**config.mk**
```make
export PLATFORM = sky130hd
export DESIGN_NAME = prd_walker
export DESIGN_NICKNAME = d
export VERILOG_FILES = /design/src/rtl/prd_walk_pkg.sv /design/src/rtl/prd_desc_decode.sv /design/src/rtl/prd_seg_size.sv /design/src/rtl/prd_table_guard.sv /design/src/rtl/prd_walker.sv
export SDC_FILE = /design/constraint.sdc
export NUM_CORES = 1
export LEC_CHECK = 0
export BUFFER_PORTS_ARGS = -buffer_cell sky130_fd_sc_hd__buf_4
export CAP_MARGIN = 20
export CORE_UTILIZATION = 60
export CTS_BUF_LIST = sky130_fd_sc_hd__clkbuf_8
export CTS_CLUSTER_DIAMETER = 200
export DETAILED_ROUTE_END_ITERATION = 8
export GPL_TIMING_DRIVEN = 1
export HOLD_SLACK_MARGIN = 0.03
export PLACE_DENSITY_LB_ADDON = 0.1
export RECOVER_POWER = 25
export SLEW_MARGIN = 20
export SYNTH_ARGS = -nofsm -noshare
export SYNTH_HDL_FRONTEND = slang
export SYNTH_SLANG_ARGS = --single-unit
```
**constraint.sdc**
```tcl
create_clock -name clk -period 8.7 [get_ports clk]
set_clock_uncertainty 0.2 [all_clocks]
set_input_delay 0.435 -clock clk [delete_from_list [all_inputs] [get_ports clk]]
set_output_delay 0.435 -clock clk [all_outputs]
set_load 0.02 [all_outputs]
```
**src/rtl/prd_walk_pkg.sv**
```systemverilog
package prd_walk_pkg;

    typedef enum logic [1:0] {
        ST_IDLE  = 2'd0,
        ST_PLAN  = 2'd1,
        ST_FETCH = 2'd2,
        ST_MOVE  = 2'd3
    } walk_st_e;

    // control-word field positions inside the upper half of a descriptor
    localparam int CTL_LEN_W  = 16;
    localparam int CTL_LAST_B = 31;

endpackage

```
**src/rtl/prd_desc_decode.sv**
```systemverilog
module prd_desc_decode #(
    parameter int ADDR_W = 32,
    parameter int LEN_W  = 17
) (
    input  logic [2*ADDR_W-1:0] word,
    output logic [ADDR_W-1:0]   region_base,
    output logic [LEN_W-1:0]    region_len,
    output logic                region_last
);
    import prd_walk_pkg::*;

    localparam logic [LEN_W-1:0] FULL_LEN = LEN_W'(1) << CTL_LEN_W;

    logic [ADDR_W-1:0]    ctl;
    logic [CTL_LEN_W-1:0] even_len;
    logic                 unused_ctl;

    assign ctl          = word[2*ADDR_W-1:ADDR_W];
    assign region_base  = word[ADDR_W-1:0];
    assign even_len     = {ctl[CTL_LEN_W-1:1], 1'b0};
    assign region_len   = (even_len == '0) ? FULL_LEN : LEN_W'(even_len);
    assign region_last  = ctl[CTL_LAST_B];
    assign unused_ctl   = ^ctl[CTL_LAST_B-1:CTL_LEN_W];

endmodule

```
**src/rtl/prd_seg_size.sv**
```systemverilog
module prd_seg_size #(
    parameter int CNT_W = 32,
    parameter int LEN_W = 17
) (
    input  logic [CNT_W-1:0] need,
    input  logic [LEN_W-1:0] left,
    output logic [LEN_W-1:0] seg,
    output logic             need_zero,
    output logic             left_zero
);
    logic need_smaller;

    assign need_smaller = need < CNT_W'(left);
    assign seg          = need_smaller ? need[LEN_W-1:0] : left;
    assign need_zero    = (need == '0);
    assign left_zero    = (left == '0);

endmodule

```
**src/rtl/prd_table_guard.sv**
```systemverilog
module prd_table_guard #(
    parameter int ADDR_W     = 32,
    parameter int PAGE_BYTES = 4096
) (
    input  logic [ADDR_W-1:0] ptr,
    input  logic [ADDR_W-1:0] base,
    output logic              exhausted
);
    logic [ADDR_W-1:0] span;

    assign span      = ptr - base;
    assign exhausted = span >= ADDR_W'(PAGE_BYTES);

endmodule

```
**src/rtl/prd_walker.sv**
```systemverilog
module prd_walker #(
    parameter int ADDR_W     = 32,
    parameter int CNT_W      = 32,
    parameter int LEN_W      = 17,
    parameter int DESC_BYTES = 8,
    parameter int PAGE_BYTES = 4096
) (
    input  logic                clk,
    input  logic                rst_n,
    input  logic                start,
    input  logic                cancel,
    input  logic                dir_to_host,
    input  logic [ADDR_W-1:0]   table_base,
    input  logic [CNT_W-1:0]    byte_limit,
    output logic                mem_req,
    output logic                mem_desc,
    output logic                mem_we,
    output logic [ADDR_W-1:0]   mem_addr,
    output logic [LEN_W-1:0]    mem_len,
    input  logic                mem_ack,
    input  logic [2*ADDR_W-1:0] mem_rdata,
    output logic                busy,
    output logic                done,
    output logic                underrun,
    output logic                guard_stop
);
    import prd_walk_pkg::*;

    typedef struct packed {
        walk_st_e          st;
        logic [ADDR_W-1:0] base;
        logic [ADDR_W-1:0] ptr;
        logic [ADDR_W-1:0] cur_addr;
        logic [LEN_W-1:0]  cur_left;
        logic              last;
        logic [CNT_W-1:0]  need;
        logic [LEN_W-1:0]  seg;
        logic              we;
        logic              done;
        logic              under;
        logic              guard;
    } walk_regs_t;

    walk_regs_t r_q, r_d;

    logic [ADDR_W-1:0] dec_base;
    logic [LEN_W-1:0]  dec_len;
    logic              dec_last;
    logic [LEN_W-1:0]  seg_c;
    logic              need_zero;
    logic              left_zero;
    logic              table_exhausted;
    logic              table_ended;

    prd_desc_decode #(.ADDR_W(ADDR_W), .LEN_W(LEN_W)) u_dec (
        .word        (mem_rdata),
        .region_base (dec_base),
        .region_len  (dec_len),
        .region_last (dec_last)
    );

    prd_seg_size #(.CNT_W(CNT_W), .LEN_W(LEN_W)) u_seg (
        .need      (r_q.need),
        .left      (r_q.cur_left),
        .seg       (seg_c),
        .need_zero (need_zero),
        .left_zero (left_zero)
    );

    prd_table_guard #(.ADDR_W(ADDR_W), .PAGE_BYTES(PAGE_BYTES)) u_guard (
        .ptr       (r_q.ptr),
        .base      (r_q.base),
        .exhausted (table_exhausted)
    );

    assign table_ended = r_q.last || table_exhausted;

    always_comb begin
        r_d       = r_q;
        r_d.done  = 1'b0;
        r_d.under = 1'b0;
        unique case (r_q.st)
            ST_IDLE: begin
                if (start) begin
                    r_d.st       = ST_PLAN;
                    r_d.base     = table_base;
                    r_d.ptr      = table_base;
                    r_d.cur_addr = '0;
                    r_d.cur_left = '0;
                    r_d.last     = 1'b0;
                    r_d.need     = byte_limit;
                    r_d.we       = dir_to_host;
                    r_d.guard    = 1'b0;
                end
            end
            ST_PLAN: begin
                if (need_zero) begin
                    if (!left_zero) begin
                        // surplus region bytes are consumed without a transfer
                        r_d.cur_addr = r_q.cur_addr + ADDR_W'(r_q.cur_left);
                        r_d.cur_left = '0;
                    end else if (table_ended) begin
                        r_d.st    = ST_IDLE;
                        r_d.done  = 1'b1;
                        r_d.guard = !r_q.last;
                    end else begin
                        r_d.st = ST_FETCH;
                    end
                end else if (!left_zero) begin
                    r_d.seg = seg_c;
                    r_d.st  = ST_MOVE;
                end else if (table_ended) begin
                    r_d.st    = ST_IDLE;
                    r_d.under = 1'b1;
                    r_d.guard = !r_q.last;
                end else begin
                    r_d.st = ST_FETCH;
                end
            end
            ST_FETCH: begin
                if (mem_ack) begin
                    r_d.cur_addr = dec_base;
                    r_d.cur_left = dec_len;
                    r_d.last     = dec_last;
                    r_d.ptr      = r_q.ptr + ADDR_W'(DESC_BYTES);
                    r_d.st       = ST_PLAN;
                end
            end
            ST_MOVE: begin
                if (mem_ack) begin
                    r_d.cur_addr = r_q.cur_addr + ADDR_W'(r_q.seg);
                    r_d.cur_left = r_q.cur_left - r_q.seg;
                    r_d.need     = r_q.need - CNT_W'(r_q.seg);
                    r_d.st       = ST_PLAN;
                end
            end
            default: r_d.st = ST_IDLE;
        endcase
        if (cancel && (r_q.st != ST_IDLE)) begin
            r_d.st    = ST_IDLE;
            r_d.done  = 1'b0;
            r_d.under = 1'b0;
        end
    end

    always_ff @(posedge clk or negedge rst_n) begin
        if (!rst_n) begin
            r_q <= '0;
        end else begin
            r_q <= r_d;
        end
    end

    assign mem_req    = (r_q.st == ST_FETCH) || (r_q.st == ST_MOVE);
    assign mem_desc   = (r_q.st == ST_FETCH);
    assign mem_we     = (r_q.st == ST_MOVE) && r_q.we;
    assign mem_addr   = (r_q.st == ST_FETCH) ? r_q.ptr : r_q.cur_addr;
    assign mem_len    = (r_q.st == ST_FETCH) ? LEN_W'(DESC_BYTES) : r_q.seg;
    assign busy       = (r_q.st != ST_IDLE);
    assign done       = r_q.done;
    assign underrun   = r_q.under;
    assign guard_stop = r_q.guard;

endmodule

```
Yosys cells after proc, flatten, opt, wreduce, memory -nomap -nowiden --
Cells that the tools add are included.
Word-level totals: bits in registers 169
Cells by class: $add $sub $neg 6, order comparisons 2, equality and inequality tests 13, multiplexer cells 34, bitwise logic cells 2, reductions and logical operators 21
Operators by type and width (count):
- 49-bit case mux with 4 select lines | 1
- 148-bit 2-to-1 mux | 1
- 49-bit 2-to-1 mux | 3
- 32-bit case mux with 2 select lines | 2
- 82-bit 2-to-1 mux | 1
- 32-bit by 17-bit adder with 32-bit output | 2
- 32-bit 2-to-1 mux | 2
- 17-bit 2-to-1 mux | 3
- 32-bit by 4-bit adder with 32-bit output (second input constant) | 1
- 32-bit by 13-bit greater-or-equal comparator with 1-bit output (second input constant) | 1
- 32-bit zero test | 1
- 32-bit by 17-bit < comparator with 1-bit output | 1
- 32-bit by 17-bit subtractor with 32-bit output | 1
- 32-bit subtractor | 1
- 2-bit 2-to-1 mux | 10
- 17-bit zero test | 1
- 17-bit subtractor | 1
- 16-bit zero test | 1
- 2-bit inequality test (second input constant) | 6
- 3-bit AND reduction | 4
- 1-bit 2-to-1 mux | 8
- 2-bit nonzero test | 4
- 2-bit case mux with 3 select lines | 1
- 5-bit AND reduction | 1
- 15 further kinds | 20

Logic depth before layout (Yosys ltp) --
Gate-level depths: netlist of run 1.
depth after elaboration 8, mapped depth 17, gate-level depth less buffers 16

Modules after synthesis --
A second synthesis of run 1 with hierarchy kept.
Unflattened totals: cells, all modules 1900, area, all modules 14396.3 um^2
By module, submodules not included:
- prd_walker | times used 1, cells an instance 1479, area an instance 11457.2 um^2, sequential area each 4229.1 um^2
- prd_table_guard | times used 1, cells an instance 271, area an instance 1784.2 um^2, sequential area each 0.0 um^2
- prd_seg_size | times used 1, cells an instance 95, area an instance 807.0 um^2, sequential area each 0.0 um^2
- prd_desc_decode | times used 1, cells an instance 55, area an instance 347.8 um^2, sequential area each 0.0 um^2

Worst setup path after synthesis of run 1 --
Ideal clock, no wire load.
path type reg2reg, start point register r_q[168] in the netlist's numbering, end point register r_q[97] in the netlist's numbering, setup time 0.123 ns, arrival 3.612 ns, setup slack 4.766 ns, cell stages (with the launch flop) 17, period minus slack after synthesis 3.934 ns, cell sequence dfrtp_1 -> clkbuf_1 -> nand2_1 -> clkbuf_1 -> clkbuf_1 -> buf_1 -> nand2_1 -> o21ai_0 -> ha_1 -> a21o_1 -> a21o_1 -> a21oi_1 -> nand4_1 -> a41oi_1 -> or2_2 -> a31oi_1 -> o221a_2
Between the ends: cells in the longest elaborated chain, start to end 3, elaborated cells on any way between the ends 11, classes of those cells eq/ne: 8; mux: 1; reduce/logical: 2
RTL lines:
- from (decl) | RTL line prd_walker.sv:44 | walk_regs_t r_q, r_d;
- from (signal assigned) | RTL line prd_walker.sv:150 | r_q <= r_d;
- 2-bit by 1-bit == test with 1-bit output, or another cell as far along | RTL line prd_walker.sv:82 | unique case (r_q.st)
- 2-bit inequality test (no source line) / 2-bit by 1-bit inequality test with 1-bit output (equally long branches)
- 5-bit AND reduction (no source line)
Several ways; a longest one is shown, not always the timed one. A chain may end at the register's enable or synchronous reset.

Worst setup path in the final report of run 1 --
start point register r_q[167] in the netlist's numbering, end point register r_q[97] in the netlist's numbering
Same word-level chain as after synthesis.

==> results of run 1 <==
==> path summary, 6_finish.rpt <==
kind / startpoint / to / slack, ps / cells after the start
max: r_q[167] / r_q[97] / 3980 / 15
min: mem_rdata[0] / r_q[71] / 40 / 3
min reg2reg: r_q[3] / r_q[3] / 300 / 2
min in group asynchronous: rst_n / r_q[152] / 420 / 2
max in group asynchronous: rst_n / r_q[67] / 6280 / 3
max reg2reg: r_q[167] / r_q[97] / 3980 / 15
==> cell type report <==
class / instances / share of cell area (%)
multi-input cells: 1383 / 54.0
flip-flops and latches: 169 / 26.3
repair buffers: 251 / 12.7
inverters: 95 / 2.22
well taps: 280 / 2.18
clock buffers: 19 / 1.62
clock inverters: 13 / 0.941
==> metal layers <==
metal | vias up | wire, um
li1 | 6720 | -
met1 | 6831 | 18200
met2 | 723 | 21500
met3 | 140 | 3230
met4 | 0 | 2170
met5 | - | 0
==> Yosys cell counts (6+ instances only) <==
cell type,count
a211o_1,7
a211oi_1,16
a21boi_0,7
a21o_1,29
a21oi_1,145
a221oi_1,16
a221oi_2,6
a22oi_1,17
a31oi_1,28
and2_1,9
and3_1,25
and4_1,8
buf_1,7
buf_2,7
clkbuf_1,70
dfrtp_1,169
ha_1,98
inv_1,94
mux2i_1,17
nand2_1,267
nand2b_1,13
nand3_1,45
nand4_1,23
nor2_1,150
nor2b_1,13
nor3_1,31
nor4_1,19
o211ai_1,20
o21a_1,21
o21ai_0,166
o221a_2,21
o22ai_1,6
o311ai_0,9
o31ai_1,6
or3_1,9
xnor2_1,23
xor2_1,17
==> power by group through the flow <==
stage	logic, W	registers [W]	clock network (W)
after floorplan	0.00375	0.00143	0
after global placement	0.00481	0.00157	0
after detailed placement	0.00492	0.00159	0
after CTS	0.00498	0.00157	0.000617
after global routing	0.00558	0.00164	0.000649
final	0.00507	0.00159	0.000612
==> cell families after synthesis <==
group	Yosys count	share of synthesized area, %
compound gates	580	28.1
mux	19	1.41
xor+xnor	40	2.57
fa+ha+maj	102	9.57
flops	169	31.0
buf+inv	186	5.51
simple gates	642	21.9
==> metrics by stage <==
stage               hold slack, ps  cell area, um2  total power [W]  setup slack, ps  instances
finish                        38.1           16100          0.00728             3980       2210
floorplan                    -60.6           13700          0.00517             4770       1738
detailed placement             278           15000          0.00651             3870       2112
global placement               256           15000          0.00638             4020       2112
CTS                           31.5           16100          0.00717             3850       2210
global route                  45.8           16100          0.00787             3840       2210
==> placed cells by master, fill, tap and decap left out, types with 45 or more instances in the layout <==
| cell type | instances |
|---|---|
| nand3_1 | 45 |
| o21ai_0 | 166 |
| ha_1 | 98 |
| nor2_1 | 150 |
| buf_4 | 183 |
| dfrtp_1 | 169 |
| nand2_1 | 265 |
| dlygate4sd3_1 | 66 |
| a21oi_1 | 144 |
| inv_1 | 94 |
==> worst max-delay path, cell delays in order, from the launching register on <==
cell	delay [ps]
dfrtp_1	400
inv_1	470
nor2_1	220
buf_4	290
o21ai_0	500
inv_1	130
fa_1	460
nor2b_1	120
o21a_1	150
o21ai_0	120
a211o_1	320
nand4_1	130
a41oi_1	400
or2_2	430
a31oi_1	160
o221a_2	180
==> flip-flops by register name, summed over array words and instances (netlist names) <==
signal      cells
done            1
guard_stop      1
underrun        1
r_q           166
==> metrics.txt, run 1 <==
outcome=complete, no violations; # port buffers=about 170; Ys Warns=0; area of the multi-input gates=roughly 8700 um2; Clk Latency, worst-skew pair=slightly below 500 ps; initial antenna violation count=0; clock sink count=about 170; final hold violations=0; global routing's busiest layer=met2; period utilisation layout=54.2%; Yosys top cell area share=approximately 31%; fill count=1747; cell taking the most area after synthesis=dfrtp_1; Synth-to-Final Area Change=17.9%; first-pass GRT wire length=72200 um; Ports=190; share of cells above drive strength 1=between 10% and 20%; final setup vio count=0; final critical path time including I/O delays and setup=roughly 4700 ps; CTS Root Cell=clkbuf_8; vias in the first global route=~14000; switching part of the total power=53.2%; GRT Residual Overflow=0; FMAX=0.212 GHz; Rows=54; setup TNS=0 ps; drt via density=between 6 and 7; Synth cell types=slightly below 90; buffer count from post-CTS setup fixing=0; ys async rst share=100%; max-cap violations=0; via count=14400; CTS tree=yes; maximum number of pins on one net before global-route repair=99; DRT iter0 DRCs=around 1300; Synthesized Nets=slightly below 2000; Die Height=153 um; Arr. time, crit path=between 4000 and 5000 ps; core area=roughly 22000 um2; Seq pwr share=a little over a fifth; Routed WL=between 40000 and 50000 um; met1 global-route usage=approximately half; clock share of power=under 10%; Storage cell area=4230 um2; P_sw=0.00388 W; Post-Syn Area=around 14000 um2; CP Class=reg -> reg; Die Area=between 20000 and 25000 um2; antenna violation net count after detailed routing=0; Routed wire per std cell=roughly 20 um; Seq/Total Area, Yosys=a little under a third; Ant. Diodes=0; Mapped Cells=roughly 1700; final core utilization=approximately 73%; VDD IR-drop max=~0.00027 V; Internal=approximately 0.0034 W; Synth Register Bits=169; htree depth=4; Post-synth EDFFs=0; DR pass1 iterations=8; CP Max Fanout=22; Max clock buf depth=2; Slew @ Worst Pin=~1000 ps; Max-Slew Margin vs Limit=between 30% and 40%; Final GP Congestion=approximately 0.96; met3 Resource Use GR=5.76%; Comb power frac=between 60% and 70%; P_leak=~7.4 nW; element type at the critical path start=register; Die X=~150 um; synth top area cells=dfrtp_1 31%, ha_1 9.0%, nand2_1 7.3%; HPWL Detailed=~33000 um; fin. max-slew vios=0; syn avg cell area=7.86 um2; pwr dens=roughly 450 nW/um2; PostCTS Resize Cnt=0; GRT Total Usage=about two fifths; Worst-path clk slew=about 110 ps; CTS Buf Count=17; met2 Use GR=~65%; WP data required=roughly 8900 ps; Hold Crit Class=in -> reg; Primary FF master, synth=dfrtp_1; DRC Markers=0; element type at the critical path end=register; Initial Util=61.8%; nets=2153; RSZ-0062 raised after global routing=no; hold buffers post-CTS=66
No activity file was read; power rests on OpenSTA's default activity.
==> run 2, diff against run 1 <==
- ABC_AREA: default -> 1
- clock period: 8.7 -> 4.75 ns (I/O delays scaled with it)
==> run 2 against run 1 <==
Maximum frequency grew 17%. Non-clock buffer count increased by 58. Sequential power increased by 77%. Critical endpoint is now r_q[168]. Synthesized area is 7.0% higher. Critical path depth rose by 5. Global-route usage is 0.076 points higher. Via count rose by 17%. Hold slack improved by 270 ps. The run now ends with max-capacitance violations, max-slew violations left. Critical path type unchanged.
==> metrics.txt, run 2 <==
outcome=complete, but fails checks (was complete, no violations); failing checks=max-capacitance violations, max-slew violations; setup slack, reg-to-reg=730 ps (was 3980 ps); Mapped Cells=2269 (was 1738); CTS Buf Count=17 (unchanged); core area=23700 um2 (was 22100 um2); final hold violations=0 (unchanged); maximum number of pins on one net before global-route repair=98 (was 99); placed cell count=2709 (was 2112); Synth Register Bits=169 (unchanged); Synth Area in Simple Gates=28.7% (was 21.9%); HPWL Detailed=35200 um (was 32700 um); Hold Startpoint=r_q[15] (was mem_rdata[0]); Synth-to-Final Area Change=21.8% (was 17.9%); max FFs per register=166 (unchanged); first-pass GRT wire length=76300 um (was 72200 um); Worst Setup SP=r_q[103] (was r_q[167]); drt via density=5.89 (was 6.52); Rows=56 (was 54); Worst R2R Start=r_q[103] (was r_q[167]); Total Power=0.0143 W (was 0.00728 W); GRT Total Usage=39.1% (was 39.0%); max-cap violations=1 (was 0); Die Area=25000 um2 (was 23400 um2); Yosys top cell area share=28.9% (was 31.0%); P_leak=8.98 nW (was 7.41 nW); Clk Latency, worst-skew pair=480 ps (was 490 ps); pwr dens=801 nW/um2 (was 452 nW/um2); FMAX=0.249 GHz (was 0.212 GHz); cell taking the most area after synthesis=dfrtp_1 (unchanged); period utilisation layout=84.6% (was 54.2%); commonest cells after routing, fill and taps aside=555 x nand2_1, 335 x inv_1, 231 x a21oi_1, 187 x nor2_1, 187 x buf_4 (was 265 x nand2_1, 183 x buf_4, 169 x dfrtp_1, 166 x o21ai_0, 150 x nor2_1); fin. max-slew vios=97 (was 0); Arr. time, crit path=4240 ps (was 4950 ps); syn avg cell area=6.44 um2 (was 7.86 um2); CTS tree=yes (unchanged); vias in the first global route=15800 (was 13800); Primary FF master, synth=dfrtp_1 (unchanged); Synth Area in Adders=8.94% (was 9.57%); Routed wire per std cell=16.9 um (was 20.4 um); Seq pwr share=19.7% (was 21.9%); Ys Warns=0 (unchanged); VDD IR-drop max=0.000438 V (was 0.000267 V); ys async rst share=100% (unchanged); # port buffers=173 (unchanged); Post-synth EDFFs=0 (unchanged); Comb power frac=72.2% (was 69.7%); initial antenna violation count=1 (was 0); Worst-path clk slew=120 ps (was 110 ps); clock share of power=8.2% (was 8.4%); Max-Slew Margin vs Limit=-70.3% (was 33.7%); GRT Residual Overflow=0 (unchanged); share of cells above drive strength 1=10.6% (was 14.4%); element type at the critical path end=register (unchanged); CTS Root Cell=clkbuf_8 (unchanged); WP data required=4970 ps (was 8930 ps); buffer count from post-CTS setup fixing=0 (unchanged); Initial Util=61.7% (was 61.8%); largest family of logic cells by synthesized area=simple AND/OR/NAND/NOR gates (was compound AO/OA/AOI/OAI gates); Seq/Total Area, Yosys=28.9% (was 31.0%); most common cell after layout, fill and taps aside=nand2_1 (unchanged); hold path depth=2 (was 3); RSZ-0062 raised after global routing=no (unchanged); Ports=190 (unchanged); nets=2763 (was 2153); Hold Crit Class=reg -> reg (was in -> reg); Max clock buf depth=2 (unchanged); r2r worst-path depth=20 (was 15); xor and xnor area share after synthesis=1.02% (was 2.57%); element type at the critical path start=register (unchanged); Compound-Gate Fraction of Synth Area=21.3% (was 28.1%); CP Max Fanout=4 (was 22); Routed WL=48400 um (was 45000 um); Die X=158 um (was 153 um); Internal=0.00615 W (was 0.00340 W); final setup vio count=0 (unchanged); hold endpoint=r_q[15] (was r_q[71]); mux cell area share after synthesis=0% (was 1.41%); P_sw=0.00812 W (was 0.00388 W); most frequent cells after synthesis=556 x nand2_1, 335 x inv_1, 233 x a21oi_1 (was 267 x nand2_1, 169 x dfrtp_1, 166 x o21ai_0); Synthesized Nets=2505 (was 1974); clock sink count=169 (unchanged); DRT iter0 DRCs=1995 (was 1348); Ant. Diodes=0 (unchanged); DR pass1 iterations=6 (was 8); htree depth=4 (unchanged); Min Hold Slack=307 ps (was 38.1 ps); Slew @ Worst Pin=2550 ps (was 994 ps); Biggest register=r_q (unchanged); switching part of the total power=56.9% (was 53.2%); most frequent cell after synthesis=nand2_1 (unchanged); via count=16800 (was 14400); Post-Syn Area=14600 um2 (was 13700 um2); antenna violation net count after detailed routing=0 (unchanged); synth top area cells=dfrtp_1 29%, nand2_1 14%, inv_1 8.6% (was dfrtp_1 31%, ha_1 9.0%, nand2_1 7.3%); DRC Markers=0 (unchanged); CP Class=reg -> reg (unchanged); setup TNS=0 ps (unchanged); Die Height=158 um (was 153 um); Final Non-Filler Cells=2859 (was 2210); Final GP Congestion=1.02 (was 0.961); Synth cell types=57 (was 87); final critical path time including I/O delays and setup=4020 ps (was 4720 ps); reg-to-reg critical path endpoint=r_q[168] (was r_q[97])
run 2: changes by cell type after synthesis, sizes merged, moves of 18 or more:
cell and delta:
o221a -21, a22oi +28, and3 -23, nand2 +291
o21ai +36, nor2 +48, a221oi -18, a21oi +87
a21o -24, inv +257, nand3 +101
run 2: layout make-up:
| type | instances | area (um2) |
|---|---|---|
| Clock buffer | 17 | 234 |
| Clock inverter | 15 | 198 |
| Fill cell | 1920 | 5870 |
| Inverter | 354 | 1330 |
| Multi-Input combinational cell | 1676 | 8800 |
| Sequential cell | 169 | 4230 |
| Tap cell | 319 | 399 |
| Timing Repair Buffer | 309 | 2620 |
run 2: logic make-up (layout without fill, tap and decap cells):
logic type | Yosys count | in the layout
AOI/OAI and AO/OA | 560 | 560
xor gates and xnor gates | 17 | 17
adders and majority gates | 102 | 102
buffers and inverters | 424 | 695
DFF | 169 | 169
and+or+nand+nor | 997 | 997
run 2: worst max-delay path by stage:
stage	end	slack, ps	cells past startpoint
after floorplan	r_q[93]	1660	15
after global placement	r_q[102]	1170	14
after detailed placement	r_q[102]	990	14
after CTS	r_q[102]	940	14
after global routing	r_q[168]	640	20
final	r_q[168]	730	20
run 2: critical path, cell delays in order (launching register included):
cell	delay, ps
dfrtp_1	400
inv_1	110
ha_1	160
inv_1	90
fa_1	400
nand3_1	100
nand3_1	100
nand3_1	120
nand3_1	230
nand2_1	180
nand2_1	60
nand2_1	130
nand2_1	90
nor2_1	220
nand3_1	110
nor2_1	190
nand3_1	170
o21ai_1	120
nand3_1	90
o21ai_1	100
dlygate4sd3_1	560
run 2: timing repair:
action                                  CTS  global route
endpoints found under the setup margin    0             0
hold endpoints to repair                245             0
resized for setup                         0             0
hold buffers                            118             0
run 2: layer usage:
metal	wire length (um)	global-route usage (%)	up-vias
met5	10	0	-
met4	2360	20.4	2
met1	19200	47.4	7800
met2	23400	67.4	830
met3	3380	5.06	178
li1	-	-	8024
run 2: power by group through the flow:
stage / sequential, W / clock [W] / combinational [W]
global placement: 0.00275 / 0 / 0.00962
floorplan: 0.00259 / 0 / 0.00738
detailed placement: 0.00279 / 0 / 0.00991
CTS: 0.00276 / 0.00117 / 0.0101
finish: 0.00281 / 0.00117 / 0.0103
global route: 0.00287 / 0.00123 / 0.0115
run 2: through the flow:
step	area, um2	setup WS [ps]	util, %
floorplan	14600	1660	-
CTS	17800	937	75.3
global placement	16200	1170	68.4
global route	17800	644	75.2
finish	17800	729	75.2
detailed placement	16200	989	68.4
==> run 3, diff against run 2 <==
- CORE_UTILIZATION: 60 -> 55
- clock period: 4.75 -> 3.26 ns (I/O delays scaled with it)
==> run 3 against run 2 <==
The flow still finishes with violations (max-capacitance violations, max-slew violations). Sequential share of layout area fell by 0.43 points. Non-clock buffer count grew 33. Maximum frequency is 30% higher. Via count decreased by 1.8%. Die area rose by 9.0%. First-iteration DRC count is 40% lower. Sequential cell count is the same. Critical path depth shrank 9. Clock-buffer cell count is 2 higher. Clock power increased by 45%.
==> metrics.txt, run 3 (synthesis results as in run 2) <==
outcome=complete, but fails checks (unchanged); failing checks=max-capacitance violations, max-slew violations (unchanged); VDD IR-drop max=0.000576 V (was 0.000438 V); Hold Startpoint=table_base[5] (was r_q[15]); vias in the first global route=15600 (was 15800); final hold violations=0 (unchanged); buffer count from post-CTS setup fixing=0 (unchanged); Synth-to-Final Area Change=24.1% (was 21.8%); fin. max-slew vios=70 (was 97); Die Height=165 um (was 158 um); max-cap violations=1 (unchanged); antenna violation net count after detailed routing=0 (unchanged); CP Cell Sequence=inv_1 -> nand3_1 -> nor4_1 -> nand2_1 -> inv_2 -> nand2_1 -> nand3_1 -> nor2_4 -> inv_2 -> a21oi_1 -> a22oi_1 (was inv_1 -> ha_1 -> inv_1 -> fa_1 -> nand3_1 -> nand3_1 -> nand3_1 -> nand3_1 -> nand2_1 -> nand2_1 -> nand2_1 -> nand2_1 -> nor2_1 -> nand3_1 -> nor2_1 -> nand3_1 -> o21ai_1 -> nand3_1 -> o21ai_1 -> dlygate4sd3_1); GRT Total Usage=36.2% (was 39.1%); core area=26100 um2 (was 23700 um2); CP Max Fanout=58 (was 4); DR pass1 iterations=5 (was 6); hold path depth=4 (was 2); nets=2796 (was 2763); CP max stage cell=inv_2 (was dlygate4sd3_1); Worst R2R Start=r_q[55] (was r_q[103]); CP bufs+invs=3 (unchanged); drt via density=5.68 (was 5.89); Worst-path clk slew=120 ps (about the same); Ant. Diodes=0 (unchanged); Biggest register=r_q (unchanged); most common cell after layout, fill and taps aside=nand2_1 (unchanged); CTS tree=yes (unchanged); share of cells above drive strength 1=12.6% (was 10.6%); element type at the critical path end=register (unchanged); initial antenna violation count=0 (was 1); P_leak=9.14 nW (was 8.98 nW); first-pass GRT wire length=76800 um (was 76300 um); CP Class=reg -> reg (unchanged); hold endpoint=r_q[140] (was r_q[15]); Total Power=0.0211 W (was 0.0143 W); # port buffers=173 (unchanged); r2r worst-path depth=11 (was 20); Routed WL=49100 um (was 48400 um); Slew @ Worst Pin=1830 ps (was 2550 ps); period utilisation layout=94.9% (was 84.6%); final setup vio count=0 (unchanged); CTS Root Cell=clkbuf_8 (unchanged); Die X=165 um (was 158 um); Clk Latency, worst-skew pair=500 ps (was 480 ps); WP data required=3460 ps (was 4970 ps); Final GP Congestion=0.990 (was 1.02); commonest cells after routing, fill and taps aside=555 x nand2_1, 335 x inv_1, 228 x a21oi_1, 222 x buf_4, 184 x nor2_1 (was 555 x nand2_1, 335 x inv_1, 231 x a21oi_1, 187 x nor2_1, 187 x buf_4); placed cell count=2759 (was 2709); Initial Util=56.1% (was 61.7%); setup slack, reg-to-reg=170 ps (was 730 ps); reg-to-reg critical path endpoint=r_q[89] (was r_q[168]); maximum number of pins on one net before global-route repair=70 (was 98); element type at the critical path start=register (unchanged); area post-placement=16500 um2 (was 16200 um2); critical path's top delay family=buffers and inverters (was simple AND/OR/NAND/NOR gates); GRT Residual Overflow=0 (unchanged); DRT iter0 DRCs=1195 (was 1995); pwr dens=1160 nW/um2 (was 801 nW/um2); clock sink count=169 (unchanged); Rows=59 (was 56); RSZ-0062 raised after global routing=yes (was no); DRC Markers=0 (unchanged); HPWL Detailed=36700 um (was 35200 um); Die Area=27200 um2 (was 25000 um2); Min Hold Slack=228 ps (was 307 ps); Arr. time, crit path=3290 ps (was 4240 ps); via count=16500 (was 16800); Ports=190 (unchanged); Hold Crit Class=in -> reg (was reg -> reg); max FFs per register=166 (unchanged); worst stage delay on the critical path=750 ps (was 560 ps); FMAX=0.323 GHz (was 0.249 GHz); Final Non-Filler Cells=2908 (was 2859); Max clock buf depth=2 (unchanged); htree depth=4 (unchanged); final critical path time including I/O delays and setup=3090 ps (was 4020 ps); Max-Slew Margin vs Limit=-21.7% (was -70.3%); CTS Buf Count=17 (unchanged); Routed wire per std cell=16.9 um (about the same); post-route cell area=18100 um2 (was 17800 um2)
==> run 3: cell types whose count changed in the layout (fill, tap and decap cells not counted), sizes merged <==
cell,delta
clkbuf,+2
buf,+34
dlygate4sd3,-1
inv,-2
==> run 3: metrics by stage <==
step                setup WS [ps]  util, %  setup TNS, ps
floorplan                     173        -              0
global placement             53.5     63.3              0
detailed placement          -61.5     63.3           -175
CTS                          52.8     69.4              0
global route                -46.7     69.6           -215
finish                        168     69.6              0
==> run 3: how the worst max path moves through the flow <==
stage	start	endpoint	cells past startpoint
2_1_floorplan	r_q[167]	r_q[93]	15
3_3_place_gp	r_q[167]	r_q[89]	17
3_5_place_dp	r_q[167]	r_q[89]	16
4_1_cts	r_q[167]	r_q[89]	17
5_1_grt	r_q[168]	r_q[102]	17
6_report	r_q[55]	r_q[89]	11
==> run 3: tightest hold or removal path, cell delays in order <==
cell and delay (ps):
dlygate4sd3_1 520, buf_4 110, nand2_1 40, o21ai_0 60
==> run 3: layer usage <==
| metal | share of wire [%] | wire [um] | up-vias | track usage [%] |
|---|---|---|---|---|
| met4 | 4.1 | 2010 | 0 | 15.7 |
| li1 | - | - | 8072 | - |
| met2 | 49 | 23900 | 636 | 63.8 |
| met1 | 42 | 20500 | 7686 | 44.0 |
| met3 | 5.6 | 2730 | 133 | 4.39 |
| met5 | 0 | 0 | - | 0 |
==> run 3: cell type report <==
class	instances	area, um2
clock buffer	19	262
clock inverter	13	156
fill	2278	7920
inverter	354	1330
multi-input combinational	1676	8890
sequential	169	4230
tap	335	419
timing repair buffer	342	2860
==> run 3: timing repair <==
item / CTS / global route
hold buffers: 117 / 0
pin swaps: 0 / 1
hold endpoints to repair: 230 / 0
gates resized for setup: 1 / 26
setup endpoints to repair: 5 / 27
==> run 3: power breakdown <==
part           internal [W]  switching, W
Combinational       0.00537       0.00996
Sequential          0.00311      0.000945
Clock              0.000747      0.000954
